<file path="src/rtl/copier_bank_pkg.sv">
package copier_bank_pkg;
  typedef enum logic [1:0] {
    MIR_HORZ  = 2'd0,
    MIR_VERT  = 2'd1,
    MIR_PAGE0 = 2'd2,
    MIR_PAGE1 = 2'd3
  } mirror_e;
endpackage

</file>
<file path="src/rtl/copier_bank_reg.sv">
module copier_bank_reg #(
  parameter int BANK_W = 5,
  parameter logic [BANK_W-1:0] RESET_VAL = 5'h08
) (
  input  logic              clk,
  input  logic              rst_n,
  input  logic              sw_we,
  input  logic [BANK_W-1:0] sw_data,
  input  logic              bus_we,
  input  logic [BANK_W-1:0] bus_data,
  output logic [BANK_W-1:0] bank_q
);
  // software store takes precedence over a same-cycle bus capture
  always_ff @(posedge clk or negedge rst_n) begin
    if (!rst_n)      bank_q <= RESET_VAL;
    else if (sw_we)  bank_q <= sw_data;
    else if (bus_we) bank_q <= bus_data;
  end
endmodule

</file>
<file path="src/rtl/copier_bus_router.sv">
module copier_bus_router #(
  parameter int ADDR_W = 15,
  parameter int DATA_W = 8
) (
  input  logic              simple_mode,
  input  logic              bus_valid,
  output logic              bus_ready,
  input  logic [ADDR_W-1:0] bus_addr,
  input  logic [DATA_W-1:0] bus_data,
  output logic              fwd_valid,
  input  logic              fwd_ready,
  output logic              fwd_irq_grp,
  output logic [ADDR_W-1:0] fwd_addr,
  output logic [DATA_W-1:0] fwd_data,
  output logic              capture
);
  always_comb begin
    fwd_valid   = bus_valid & ~simple_mode;
    bus_ready   = simple_mode | fwd_ready;
    capture     = bus_valid & simple_mode;
    fwd_irq_grp = bus_addr[ADDR_W-1];
    fwd_addr    = bus_addr;
    fwd_data    = bus_data;
  end
endmodule

</file>
<file path="src/rtl/copier_out_stage.sv">
module copier_out_stage
  import copier_bank_pkg::*;
#(
  parameter int BANK_W     = 5,
  parameter int INT_BANK_W = 4,
  parameter int PRG_W      = 8
) (
  input  logic              clk,
  input  logic              rst_n,
  input  logic              cart_en,
  input  logic              simple_mode,
  input  logic              cart_absent,
  input  logic [BANK_W-1:0] bank_q,
  input  logic [PRG_W-1:0]  ext_prg_bank,
  input  logic              ext_mirror_bit,
  output logic [PRG_W-1:0]  prg_bank,
  output logic              prg_from_cart,
  output logic              chr_internal,
  output logic [1:0]        mirror
);
  localparam logic [INT_BANK_W-1:0] BANK_FLIP = INT_BANK_W'(1) << (INT_BANK_W-1);
  localparam int PAGE_BIT = BANK_W - 1;

  logic [PRG_W-1:0] int_bank;
  logic [PRG_W-1:0] prg_d;
  mirror_e          mir_d;

  always_comb begin
    int_bank = '0;
    int_bank[INT_BANK_W-1:0] = bank_q[INT_BANK_W-1:0] ^ BANK_FLIP;
    prg_d = cart_en ? ext_prg_bank : int_bank;
    if (simple_mode) mir_d = bank_q[PAGE_BIT] ? MIR_PAGE1 : MIR_PAGE0;
    else             mir_d = ext_mirror_bit ? MIR_HORZ : MIR_VERT;
  end

  always_ff @(posedge clk or negedge rst_n) begin
    if (!rst_n) begin
      prg_bank      <= '0;
      prg_from_cart <= 1'b0;
      chr_internal  <= 1'b0;
      mirror        <= MIR_HORZ;
    end else begin
      prg_bank      <= prg_d;
      prg_from_cart <= cart_en;
      chr_internal  <= simple_mode & cart_absent;
      mirror        <= mir_d;
    end
  end
endmodule

</file>
<file path="src/rtl/copier_bank_mux.sv">
module copier_bank_mux #(
  parameter int BANK_W     = 5,
  parameter int INT_BANK_W = 4,
  parameter int PRG_W      = 8,
  parameter int ADDR_W     = 15,
  parameter int DATA_W     = 8
) (
  input  logic              clk,
  input  logic              rst_n,
  input  logic              cart_en,
  input  logic              simple_mode,
  input  logic              cart_absent,
  input  logic              bank_we,
  input  logic [BANK_W-1:0] bank_wdata,
  input  logic              bus_valid,
  output logic              bus_ready,
  input  logic [ADDR_W-1:0] bus_addr,
  input  logic [DATA_W-1:0] bus_data,
  output logic              fwd_valid,
  input  logic              fwd_ready,
  output logic              fwd_irq_grp,
  output logic [ADDR_W-1:0] fwd_addr,
  output logic [DATA_W-1:0] fwd_data,
  input  logic [PRG_W-1:0]  ext_prg_bank,
  input  logic              ext_mirror_bit,
  output logic [PRG_W-1:0]  prg_bank,
  output logic              prg_from_cart,
  output logic              chr_internal,
  output logic [1:0]        mirror
);
  localparam logic [BANK_W-1:0] BANK_RST = BANK_W'(1) << (INT_BANK_W-1);

  logic              capture;
  logic [BANK_W-1:0] bank_q;

  copier_bus_router #(.ADDR_W(ADDR_W), .DATA_W(DATA_W)) u_router (
    .simple_mode (simple_mode),
    .bus_valid   (bus_valid),
    .bus_ready   (bus_ready),
    .bus_addr    (bus_addr),
    .bus_data    (bus_data),
    .fwd_valid   (fwd_valid),
    .fwd_ready   (fwd_ready),
    .fwd_irq_grp (fwd_irq_grp),
    .fwd_addr    (fwd_addr),
    .fwd_data    (fwd_data),
    .capture     (capture)
  );

  copier_bank_reg #(.BANK_W(BANK_W), .RESET_VAL(BANK_RST)) u_bank (
    .clk      (clk),
    .rst_n    (rst_n),
    .sw_we    (bank_we),
    .sw_data  (bank_wdata),
    .bus_we   (capture),
    .bus_data (bus_data[BANK_W-1:0]),
    .bank_q   (bank_q)
  );

  copier_out_stage #(.BANK_W(BANK_W), .INT_BANK_W(INT_BANK_W), .PRG_W(PRG_W)) u_out (
    .clk            (clk),
    .rst_n          (rst_n),
    .cart_en        (cart_en),
    .simple_mode    (simple_mode),
    .cart_absent    (cart_absent),
    .bank_q         (bank_q),
    .ext_prg_bank   (ext_prg_bank),
    .ext_mirror_bit (ext_mirror_bit),
    .prg_bank       (prg_bank),
    .prg_from_cart  (prg_from_cart),
    .chr_internal   (chr_internal),
    .mirror         (mirror)
  );
endmodule

</file>
<file path="config.mk">
export PLATFORM = sky130hd
export DESIGN_NAME = copier_bank_mux
export DESIGN_NICKNAME = d
export VERILOG_FILES = /design/src/rtl/copier_bank_pkg.sv /design/src/rtl/copier_bank_reg.sv /design/src/rtl/copier_bus_router.sv /design/src/rtl/copier_out_stage.sv /design/src/rtl/copier_bank_mux.sv
export SDC_FILE = /design/constraint.sdc
export NUM_CORES = 1
export LEC_CHECK = 0
export CAP_MARGIN = 30
export CORE_ASPECT_RATIO = 1.2
export CORE_UTILIZATION = 29
export CTS_BUF_LIST = sky130_fd_sc_hd__clkbuf_4 sky130_fd_sc_hd__clkbuf_8 sky130_fd_sc_hd__clkbuf_16
export DETAILED_ROUTE_END_ITERATION = 16
export MAX_ROUTING_LAYER = met4
export PLACE_DENSITY = 0.83
export SYNTH_ARGS = -nofsm -noshare
export SYNTH_HDL_FRONTEND = slang
export SYNTH_SLANG_ARGS = --single-unit
</file>
<file path="constraint.sdc">
create_clock -name clk -period 1.1 [get_ports clk]
set_input_delay 0.165 -clock clk [delete_from_list [all_inputs] [get_ports clk]]
set_output_delay 0.165 -clock clk [all_outputs]
set_load 0.03 [all_outputs]
</file>
After elaboration in Yosys (flattened, before gate mapping)
Index checks and enable logic that the tools add are counted.
{"block": "op_classes", "mux": 6, "bitwise_logic": 6, "reduce_logical": 1}
{"op": "$mux W5", "count": 2}
{"op": "$mux W8", "count": 1}
{"op": "$and A1 B1 Y1", "count": 3}
{"op": "$mux W1", "count": 2}
{"op": "$mux W2", "count": 1}
{"op": "$not A1 Y1", "count": 2}
{"op": "$reduce_bool A2 Y1", "count": 1}
{"op": "$or A1 B1 Y1", "count": 1}
{"block": "totals", "regBits": 17, "output_inout_bits": 38, "elab_cells": 18}

Longest topological paths before layout
Gate-level depths: netlist (run 1).
{"block": "logic_depth", "word_depth": 3, "mapped_depth": 3, "depth_no_buf": 2}

Cells and area by module
From an unflattened synthesis (run 1), not the netlist that was laid out.
{"block": "hier_totals", "cells_unflattened": 74, "hier_area_um2": 849.6}
{"module": "copier_out_stage", "n_inst": 1, "cells_per_inst": 25, "area_each_um2": 410.4, "seq_area_each_um2": 300.3}
{"module": "copier_bank_reg", "n_inst": 1, "cells_per_inst": 22, "area_each_um2": 236.5, "seq_area_each_um2": 126.4}
{"module": "copier_bus_router", "n_inst": 1, "cells_per_inst": 27, "area_each_um2": 202.7, "seq_area_each_um2": 0.0}

Least setup slack after synthesis (run 1)
Ideal clock, no wire load.
{"block": "synth_timing", "path_type": "input to output", "start": "input simple_mode", "end": "output fwd_valid", "arrival_ns": 0.757, "required_ns": 0.935, "path_slack_ns": 0.178, "stages": 2, "path_buffers": 1, "path_cell_list": "buf_2 -> nor2b_1"}
{"block": "synth_between", "elab_chain_len": 2}
{"item": "start, declared", "line_no": "copier_bank_mux.sv:11", "rtl": "input logic simple_mode,"}
{"item": "$not A1 Y1", "line_no": "copier_bus_router.sv:18", "rtl": "fwd_valid = bus_valid & ~simple_mode;"}
{"item": "$and A1 B1 Y1", "line_no": "copier_bus_router.sv:18"}
{"item": "end, declared", "line_no": "copier_bank_mux.sv:19", "rtl": "output logic fwd_valid,"}
Every way passes these cells.

Worst setup path after layout (run 1)
{"block": "layout_timing", "start": "input fwd_ready", "end": "output bus_ready"}
{"block": "layout_between", "elab_chain_len": 1}
{"item": "start, declared", "line_no": "copier_bank_mux.sv:20", "rtl": "input logic fwd_ready,"}
{"item": "$or A1 B1 Y1", "line_no": "copier_bus_router.sv:19", "rtl": "bus_ready = simple_mode | fwd_ready;"}
{"item": "end, declared", "line_no": "copier_bank_mux.sv:16", "rtl": "output logic bus_ready,"}
Every way passes these cells.

==> flow_metrics.env, run 1 <==
export IMPL_outcome="complete, no violations"
export IMPL_insertion_delay_ns=0.28
export IMPL_clock_sinks=17
export IMPL_yosysTopAreaCell="dfrtp_1"
export IMPL_intPower_mw=1.028
export IMPL_syn_nets=127
export IMPL_setup_viol=0
export IMPL_yosys_cell_count_top_type="buf_4"
export IMPL_drive_gt1_share_pct=28.83
export IMPL_p_leak_nw=0.5505
export IMPL_remaining_drc_errors=0
export IMPL_vdd_drop_max_mv=0.4875
export IMPL_critical_path_class="input pin to output port"
export IMPL_fin_crit_sh_pct=98.14
export IMPL_rsz0062_at_grt="false"
export IMPL_worst_slack_ns=0.02045
export IMPL_hold_buffers=0
export IMPL_crit_fanout=1
export IMPL_fin_nets=157
export IMPL_ant_nets=0
export IMPL_netlist_top_cells_count="24 x buf_4, 16 x dfrtp_1, 10 x nand2_1"
export IMPL_tightest_slew_ns=0.3005
export IMPL_cp_start_kind="input pin"
export IMPL_core_mm2=0.002785
export IMPL_grt_pass1_vias=611
export IMPL_grt_usage_pct=12.61
export IMPL_finish_utilization_pct=42.72
export IMPL_gp_congestion=0.6237
export IMPL_std_cell_rows=21
export IMPL_skew_ns=0.002207
export IMPL_worst_ep_required_time_ns=0.94
export IMPL_power_switching_mw=0.3734
export IMPL_grt_pass1_wl_um=2697
export IMPL_crit_arrival_ns=0.91
export IMPL_ctsHtreeMaxLevel=1
export IMPL_cts_root_buffer="clkbuf_4"
export IMPL_yosys_most_used_dff="dfrtp_1"
export IMPL_pre_cts_ws_ns=-0.1867
export IMPL_slew_viol_final=0
export IMPL_synth_edf_count=0
export IMPL_path_clk_slew_ns=0.09
export IMPL_syn_area_um2=849.6
export IMPL_grt_max_degree=18
export IMPL_holdWs_ns=0.2118
export IMPL_hold_viol=0
export IMPL_synth_top_cell_area_share_pct=47.13
export IMPL_seq_power_share_pct=49.2
export IMPL_synth_top_cells_by_area="dfrtp_1 47%, buf_4 21%, nand4b_1 5.2%"
export IMPL_synth_seq_area_share_pct=50.22
export IMPL_synth_seq_cells=17
export IMPL_die_h_um=61.29
export IMPL_routedWlPerCell_um=12.32
export IMPL_cts_buffers=3
export IMPL_yosysWarnings=0
export IMPL_power_total_mw=1.401
export IMPL_setup_tns_ns=0
export IMPL_viasPerCell=4.310
export IMPL_antenna_cells=0
export IMPL_p_sw_share_pct=26.65
export IMPL_die_width_um=51.41
export IMPL_p_comb_share_pct=26.6
export IMPL_layoutNonFillerInstCount=145
export IMPL_io_buffer_count=45
export IMPL_clock_power_share_pct=24.2
export IMPL_antenna_found_initial=0
export IMPL_power_density_mw_per_mm2=1177
export IMPL_netlist_instances=82
export IMPL_routed_wl_um=1786
export IMPL_fmax_ghz=0.9263
export IMPL_avgSynthCellArea_um2=10.36
export IMPL_design_area_mm2=0.001190
export IMPL_cts_setup_buffers=0
export IMPL_dpl_cell_count=141
export IMPL_ioPinCount=83
export IMPL_placed_area_mm2=0.001159
export IMPL_async_flop_share_pct=100.0
export IMPL_min_path_type="input pin to asynchronous set/reset pin"
export IMPL_cap_viol_max_count=0
export IMPL_place_hpwl_um=1482
export IMPL_end_kind="output port"
export IMPL_ctsResizeCount=3
export IMPL_area_delta_synth_final_pct=40.06
export IMPL_via_count=625
export IMPL_drt_initial_drc_count=5
export IMPL_die_area_mm2=0.003151
export IMPL_cts_tree="done"
export IMPL_firstDrtPassIters=4
export IMPL_clock_path_buffers=2
export IMPL_max_slew_margin_rel_pct=79.65
export IMPL_overflow=0
export IMPL_start_util_pct=30.50
export IMPL_synth_cell_type_count=15
export IMPL_final_min_clock_period_ns=1.080
worst max-delay path, stage by stage:
cell             delay [ns]
clkdlybuf4s50_1        0.39
or2_1                  0.22
buf_6                  0.14
worst paths after layout:
path,start,to,slack [ns],cells after the start
setup reg to reg,u_bank.bank_q[3],u_bank.bank_q[3],0.09,2
setup / recovery,fwd_ready,bus_ready,0.02,3
max in group asynchronous,rst_n,u_bank.bank_q[3],0.69,2
hold reg to reg,u_bank.bank_q[4],u_out.mirror[0],0.51,2
hold / removal,rst_n,u_out.prg_from_cart,0.21,2
min in group clk,simple_mode,u_out.mirror[1],0.25,1
cell families (layout without fill, tap and decap cells):
logic type	count (synthesis)	in the layout	share of synthesized area, %
compound gates	10	10	8.099
buf+inv	32	61	25.92
flops	17	17	50.22
simple gates	23	23	15.76
power groups by stage:
stage	Combinational, mW	Sequential [mW]	Clock, mW
5_1_grt	0.402	0.695	0.417
2_1_floorplan	0.240	0.766	0
6_report	0.373	0.690	0.339
3_3_place_gp	0.371	0.702	0
4_1_cts	0.378	0.690	0.357
3_5_place_dp	0.378	0.703	0
state kept, by name (all words and copies together) (netlist names):
signal               cells
u_out.chr_internal       1
u_out.prg_from_cart      1
u_out.prg_bank           8
u_out.mirror             2
u_bank.bank_q            5
final cells by class:
type / count / area (µm²)
fillers: 302 / 1595
repair buffers: 52 / 469.2
flip-flops and latches: 17 / 426.7
multi-input cells: 33 / 202.7
well taps: 34 / 42.54
clock buffers: 4 / 30.03
inverters: 5 / 18.77
placed cells by master, fill, tap and decap left out:
cell type / Yosys / layout
clkdlybuf4s50_1: 0 / 24
buf_4: 24 / 24
dfrtp_1: 16 / 16
nand2_1: 10 / 10
inv_1: 5 / 5
and2_1: 5 / 5
nand4b_1: 5 / 5
o311ai_1: 5 / 5
clkbuf_4: 0 / 4
o21ai_0: 3 / 3
o21ai_1: 2 / 2
dlygate4sd2_1: 0 / 2
nor2b_1: 1 / 1
or2_1: 1 / 1
and2_4: 1 / 1
buf_6: 1 / 1
buf_12: 0 / 1
dfstp_2: 1 / 1
metal layers:
metal	wire length, µm	GRT usage (%)
met1	620	11.33
met5	0	-
met4	73	10.81
met3	220	3.951
met2	871	21.52
Note: power is estimated with default switching activity, not from simulation.
==> run 2, diff against run 1 <==
--- a/config.mk
+++ b/config.mk
@@ -7,11 +7,11 @@
 export LEC_CHECK = 0
 export CAP_MARGIN = 30
 export CORE_ASPECT_RATIO = 1.2
-export CORE_UTILIZATION = 29
-export CTS_BUF_LIST = sky130_fd_sc_hd__clkbuf_4 sky130_fd_sc_hd__clkbuf_8 sky130_fd_sc_hd__clkbuf_16
+export CORE_UTILIZATION = 27
+export CTS_BUF_LIST = sky130_fd_sc_hd__clkbuf_8
 export DETAILED_ROUTE_END_ITERATION = 16
 export MAX_ROUTING_LAYER = met4
-export PLACE_DENSITY = 0.83
+export PLACE_DENSITY = 0.81
 export SYNTH_ARGS = -nofsm -noshare
 export SYNTH_HDL_FRONTEND = slang
 export SYNTH_SLANG_ARGS = --single-unit
==> constraint.sdc (replaced) <==
create_clock -name clk -period 0.9 [get_ports clk]
set_input_delay 0.135 -clock clk [delete_from_list [all_inputs] [get_ports clk]]
set_output_delay 0.135 -clock clk [all_outputs]
set_load 0.03 [all_outputs]
==> flow_metrics.env, run 2 (synthesized netlist as in run 1, its figures left out) <==
export IMPL_outcome="finished with violations"
export IMPL_violations="negative setup slack"
export IMPL_place_hpwl_um=1522
export IMPL_mostFrequentLayoutCells="19 x buf_6, 17 x clkdlybuf4s50_1, 16 x dfrtp_1"
export IMPL_setup_viol=1
export IMPL_cts_root_buffer="clkbuf_8"
export IMPL_power_total_mw=1.900
export IMPL_crit_fanout=1
export IMPL_top_register="u_out.prg_bank"
export IMPL_area_delta_synth_final_pct=52.72
export IMPL_remaining_drc_errors=0
export IMPL_start_util_pct=29.39
export IMPL_vdd_drop_max_mv=0.7342
export IMPL_seq_area_um2=426.7
export IMPL_hold_viol=0
export IMPL_fmax_ghz=1.110
export IMPL_ant_nets=0
export IMPL_drt_initial_drc_count=3
export IMPL_tightest_slew_ns=0.2815
export IMPL_io_buffer_count=45
export IMPL_min_path_cells=1
export IMPL_path_buf_inv=1
export IMPL_skew_ns=0.001697
export IMPL_p_leak_nw=0.6148
export IMPL_antenna_found_initial=0
export IMPL_placed_area_mm2=0.001159
export IMPL_firstDrtPassIters=3
export IMPL_gp_congestion=0.6334
export IMPL_end_kind="output port"
export IMPL_crit_arrival_ns=0.77
export IMPL_routedWlPerCell_um=13.71
export IMPL_grt_usage_pct=12.44
export IMPL_cts_tree="done"
export IMPL_clock_sinks=17
export IMPL_via_count=649
export IMPL_core_mm2=0.002890
export IMPL_slowest_stage="dfrtp_1"
export IMPL_fin_nets=158
export IMPL_final_min_clock_period_ns=0.9009
export IMPL_ctsHtreeMaxLevel=1
export IMPL_drive_gt1_share_pct=31.25
export IMPL_rsz0062_at_grt="true"
export IMPL_setup_tns_ns=-0.0009232
export IMPL_cp_start_kind="flop"
export IMPL_antenna_cells=0
export IMPL_path_clk_slew_ns=0.06
export IMPL_max_stage_delay_ns=0.38
export IMPL_cts_setup_buffers=0
export IMPL_grt_pass1_wl_um=2932
export IMPL_power_density_mw_per_mm2=1464
export IMPL_grt_pass1_vias=666
export IMPL_hold_buffers=0
export IMPL_routed_wl_um=2001
export IMPL_finish_utilization_pct=44.89
export IMPL_dpl_cell_count=141
export IMPL_slew_viol_final=0
export IMPL_clock_path_buffers=2
export IMPL_final_common_cell="buf_6"
export IMPL_insertion_delay_ns=0.24
export IMPL_cp_num_cells=1
export IMPL_viasPerCell=4.445
export IMPL_ff2ff_path_depth=2
export IMPL_die_h_um=63.45
export IMPL_grt_max_degree=18
export IMPL_overflow=0
export IMPL_min_path_type="input pin to flop"
export IMPL_pre_cts_ws_ns=-0.3958
export IMPL_critical_path_class="flop to output port"
export IMPL_holdWs_ns=0.09332
export IMPL_std_cell_rows=21
export IMPL_worst_ep_required_time_ns=0.76
export IMPL_design_area_mm2=0.001297
export IMPL_layoutNonFillerInstCount=146
export IMPL_multi_input_area_um2=227.7
export IMPL_worst_path_dominant_cell_family="flip-flops"
export IMPL_largest_register_ffs=8
export IMPL_max_slew_margin_rel_pct=80.93
export IMPL_worst_slack_ns=-0.0009232
export IMPL_fin_crit_sh_pct=100.1
export IMPL_fillerInstances=295
export IMPL_reg_top3="u_out.prg_bank (8), u_bank.bank_q (5), u_out.mirror (2)"
export IMPL_die_area_mm2=0.003376
export IMPL_cts_buffers=3
export IMPL_path_cells="buf_6"
export IMPL_ioPinCount=83
export IMPL_die_width_um=53.21
export IMPL_cap_viol_max_count=0
[run 2: final timing paths]
kind,from,endpoint,slack (ns)
setup / recovery,u_out.prg_from_cart,prg_from_cart,-0.0009
setup reg to reg,u_bank.bank_q[3],u_bank.bank_q[3],0.01
hold / removal,simple_mode,u_out.mirror[1],0.09
min in group asynchronous,rst_n,u_out.prg_from_cart,0.23
max in group asynchronous,rst_n,u_bank.bank_q[3],0.46
hold reg to reg,u_bank.bank_q[4],u_out.mirror[0],0.49
[run 2: report_power, final]
group	switching [mW]	internal, mW
clock network	0.237	0.302
registers	0.0260	0.828
logic	0.244	0.263
total	0.507	1.39
[run 2: routing by layer]
layer / track usage (%) / part of all wire, % / vias up
met5: - / 0 / -
met4: 7.895 / 1.3 / 0
met3: 5.072 / 11 / 10
met2: 20.78 / 55 / 47
met1: 11.09 / 32 / 285
li1: - / - / 307
[run 2: cell type report]
cell class / instances / share of cell area, %
clock buffers: 3 / 3.182
flip-flops and latches: 17 / 32.88
inverters: 5 / 1.446
well taps: 34 / 3.279
repair buffers: 53 / 41.37
multi-input cells: 33 / 17.55
clock inverters: 1 / 0.2893
[run 2: timing repair]
action                                  in CTS  in global routing
gates resized for setup                     25                  8
gates cloned                                 0                  1
endpoints found under the setup margin      24                 19
pin swaps                                    1                  1
==> run 3, diff against run 2 <==
--- a/config.mk
+++ b/config.mk
@@ -6,12 +6,12 @@
 export NUM_CORES = 1
 export LEC_CHECK = 0
 export CAP_MARGIN = 30
-export CORE_ASPECT_RATIO = 1.2
-export CORE_UTILIZATION = 27
+export CORE_UTILIZATION = 57
 export CTS_BUF_LIST = sky130_fd_sc_hd__clkbuf_8
 export DETAILED_ROUTE_END_ITERATION = 16
+export DONT_BUFFER_PORTS = 1
 export MAX_ROUTING_LAYER = met4
-export PLACE_DENSITY = 0.81
+export PLACE_DENSITY = 0.79
 export SYNTH_ARGS = -nofsm -noshare
 export SYNTH_HDL_FRONTEND = slang
 export SYNTH_SLANG_ARGS = --single-unit
==> flow_metrics.env, run 3 (synthesized netlist as in run 1, its figures left out) <==
export IMPL_slew_viol_final=0
export IMPL_antenna_cells=0
export IMPL_cp_start_kind="flop"
export IMPL_area_delta_synth_final_pct=-5.744
export IMPL_worst_ep_required_time_ns=0.76
export IMPL_antenna_found_initial=0
export IMPL_final_min_clock_period_ns=0.8766
export IMPL_final_common_cell="nand2_1"
export IMPL_largest_register_ffs=8
export IMPL_core_mm2=0.001350
export IMPL_dpl_cell_count=71
export IMPL_intPower_mw=1.205
export IMPL_via_count=478
export IMPL_routedWlPerCell_um=17.61
export IMPL_layoutNonFillerInstCount=80
export IMPL_p_leak_nw=0.3502
export IMPL_setup_viol=0
export IMPL_die_area_mm2=0.001649
export IMPL_start_util_pct=62.93
export IMPL_die_h_um=40.61
export IMPL_drt_initial_drc_count=3
export IMPL_fin_nets=111
export IMPL_grt_max_degree=18
export IMPL_setup_tns_ns=0
export IMPL_end_kind="output port"
export IMPL_rsz0062_at_grt="true"
export IMPL_grt_pass1_wl_um=2056
export IMPL_ctsHtreeMaxLevel=1
export IMPL_mostFrequentLayoutCells="10 x nand2_1, 8 x dfrtp_1, 8 x dfrtp_2"
export IMPL_firstDrtPassIters=4
export IMPL_overflow=0
export IMPL_reg_top3="u_out.prg_bank (8), u_bank.bank_q (5), u_out.mirror (2)"
export IMPL_ioPinCount=83
export IMPL_power_switching_mw=0.4100
export IMPL_die_width_um=40.61
export IMPL_skew_ns=0.0003760
export IMPL_tightest_slew_ns=0.7197
export IMPL_critical_path_class="flop to output port"
export IMPL_fmax_ghz=1.141
export IMPL_routed_wl_um=1409
export IMPL_clock_power_share_pct=33.7
export IMPL_multi_input_area_um2=220.2
export IMPL_gp_congestion=0.6960
export IMPL_insertion_delay_ns=0.24
export IMPL_p_comb_share_pct=8.6
export IMPL_io_buffer_count=0
export IMPL_cts_tree="done"
export IMPL_crit_arrival_ns=0.74
export IMPL_p_sw_share_pct=25.38
export IMPL_min_path_type="input pin to asynchronous set/reset pin"
export IMPL_fillerInstances=124
export IMPL_grt_usage_pct=20.26
export IMPL_cts_root_buffer="clkbuf_8"
export IMPL_drive_gt1_share_pct=26.15
export IMPL_timing_rr_start="u_bank.bank_q[3]"
export IMPL_cts_buffers=3
export IMPL_hold_viol=0
export IMPL_cts_setup_buffers=0
export IMPL_std_cell_rows=13
export IMPL_crit_fanout=1
export IMPL_cap_viol_max_count=0
export IMPL_place_hpwl_um=985.3
export IMPL_cp_startpoint="u_out.prg_bank[0]"
export IMPL_outcome="complete, no violations"
export IMPL_grt_pass1_vias=490
export IMPL_vdd_drop_max_mv=0.8227
export IMPL_viasPerCell=5.975
export IMPL_remaining_drc_errors=0
export IMPL_power_density_mw_per_mm2=2017
export IMPL_ant_nets=0
export IMPL_max_slew_margin_rel_pct=52.02
export IMPL_path_clk_slew_ns=0.06
export IMPL_top_register="u_out.prg_bank"
export IMPL_clock_path_buffers=2
export IMPL_seq_power_share_pct=57.7
export IMPL_seq_area_um2=436.7
export IMPL_fin_crit_sh_pct=97.40
export IMPL_clock_sinks=17
run 3: area by class of cell:
type | instances | area share (%)
clock buffers | 3 | 5.156
clock inverters | 1 | 0.6250
inverters | 5 | 2.344
multi-input cells | 33 | 27.50
flip-flops and latches | 17 | 54.53
well taps | 15 | 2.344
repair buffers | 6 | 7.500
run 3: worst paths after layout:
check,slack (ns),to,cells past startpoint
hold / removal,0.008,u_out.prg_bank[6],1
setup reg to reg,0.03,u_bank.bank_q[3],2
min in group clk,0.01,u_bank.bank_q[0],1
setup / recovery,0.02,prg_bank[0],0
max in group asynchronous,0.39,u_out.prg_bank[5],1
hold reg to reg,0.50,u_out.mirror[0],2
run 3: metal layers:
metal	vias to the layer above	wire length (µm)	part of all wire [%]	global-route usage, %
li1	210	-	-	-
met1	224	476	34	21.60
met2	40	742	53	31.35
met3	4	176	12	7.778
met4	0	13	0.92	12.50
met5	-	0	0	-
run 3: timing repair:
| action | CTS | global route |
|---|---|---|
| hold buffers | 5 | 0 |
| hold endpoints to repair | 25 | 0 |
| pin swaps | 0 | 1 |
| gates resized for setup | 2 | 10 |
| setup endpoints to repair | 1 | 28 |
| gates cloned | 0 | 0 |
run 3: through the flow:
step / hold WS [ns] / utilization [%] / area (µm²) / worst slack [ns] / power [mW]
after floorplan: -0.1606 / - / 849.6 / 0.02827 / 1.229
after global placement: -0.1603 / 49.95 / 674.4 / 0.01371 / 1.027
after detailed placement: -0.1603 / 49.95 / 674.4 / 0.0008383 / 1.032
after CTS: 0.00002612 / 57.65 / 778.2 / 0.002180 / 1.627
after global routing: 0.006790 / 59.31 / 800.8 / -0.003447 / 1.701
final: 0.007878 / 59.31 / 800.8 / 0.02340 / 1.615
run 3: power by group through the flow:
stage	registers [mW]	logic [mW]	clock network (mW)
final	0.933	0.139	0.544
after global routing	0.942	0.157	0.601
after CTS	0.927	0.131	0.569
after detailed placement	0.941	0.0906	0
after global placement	0.939	0.0879	0
after floorplan	0.936	0.293	0
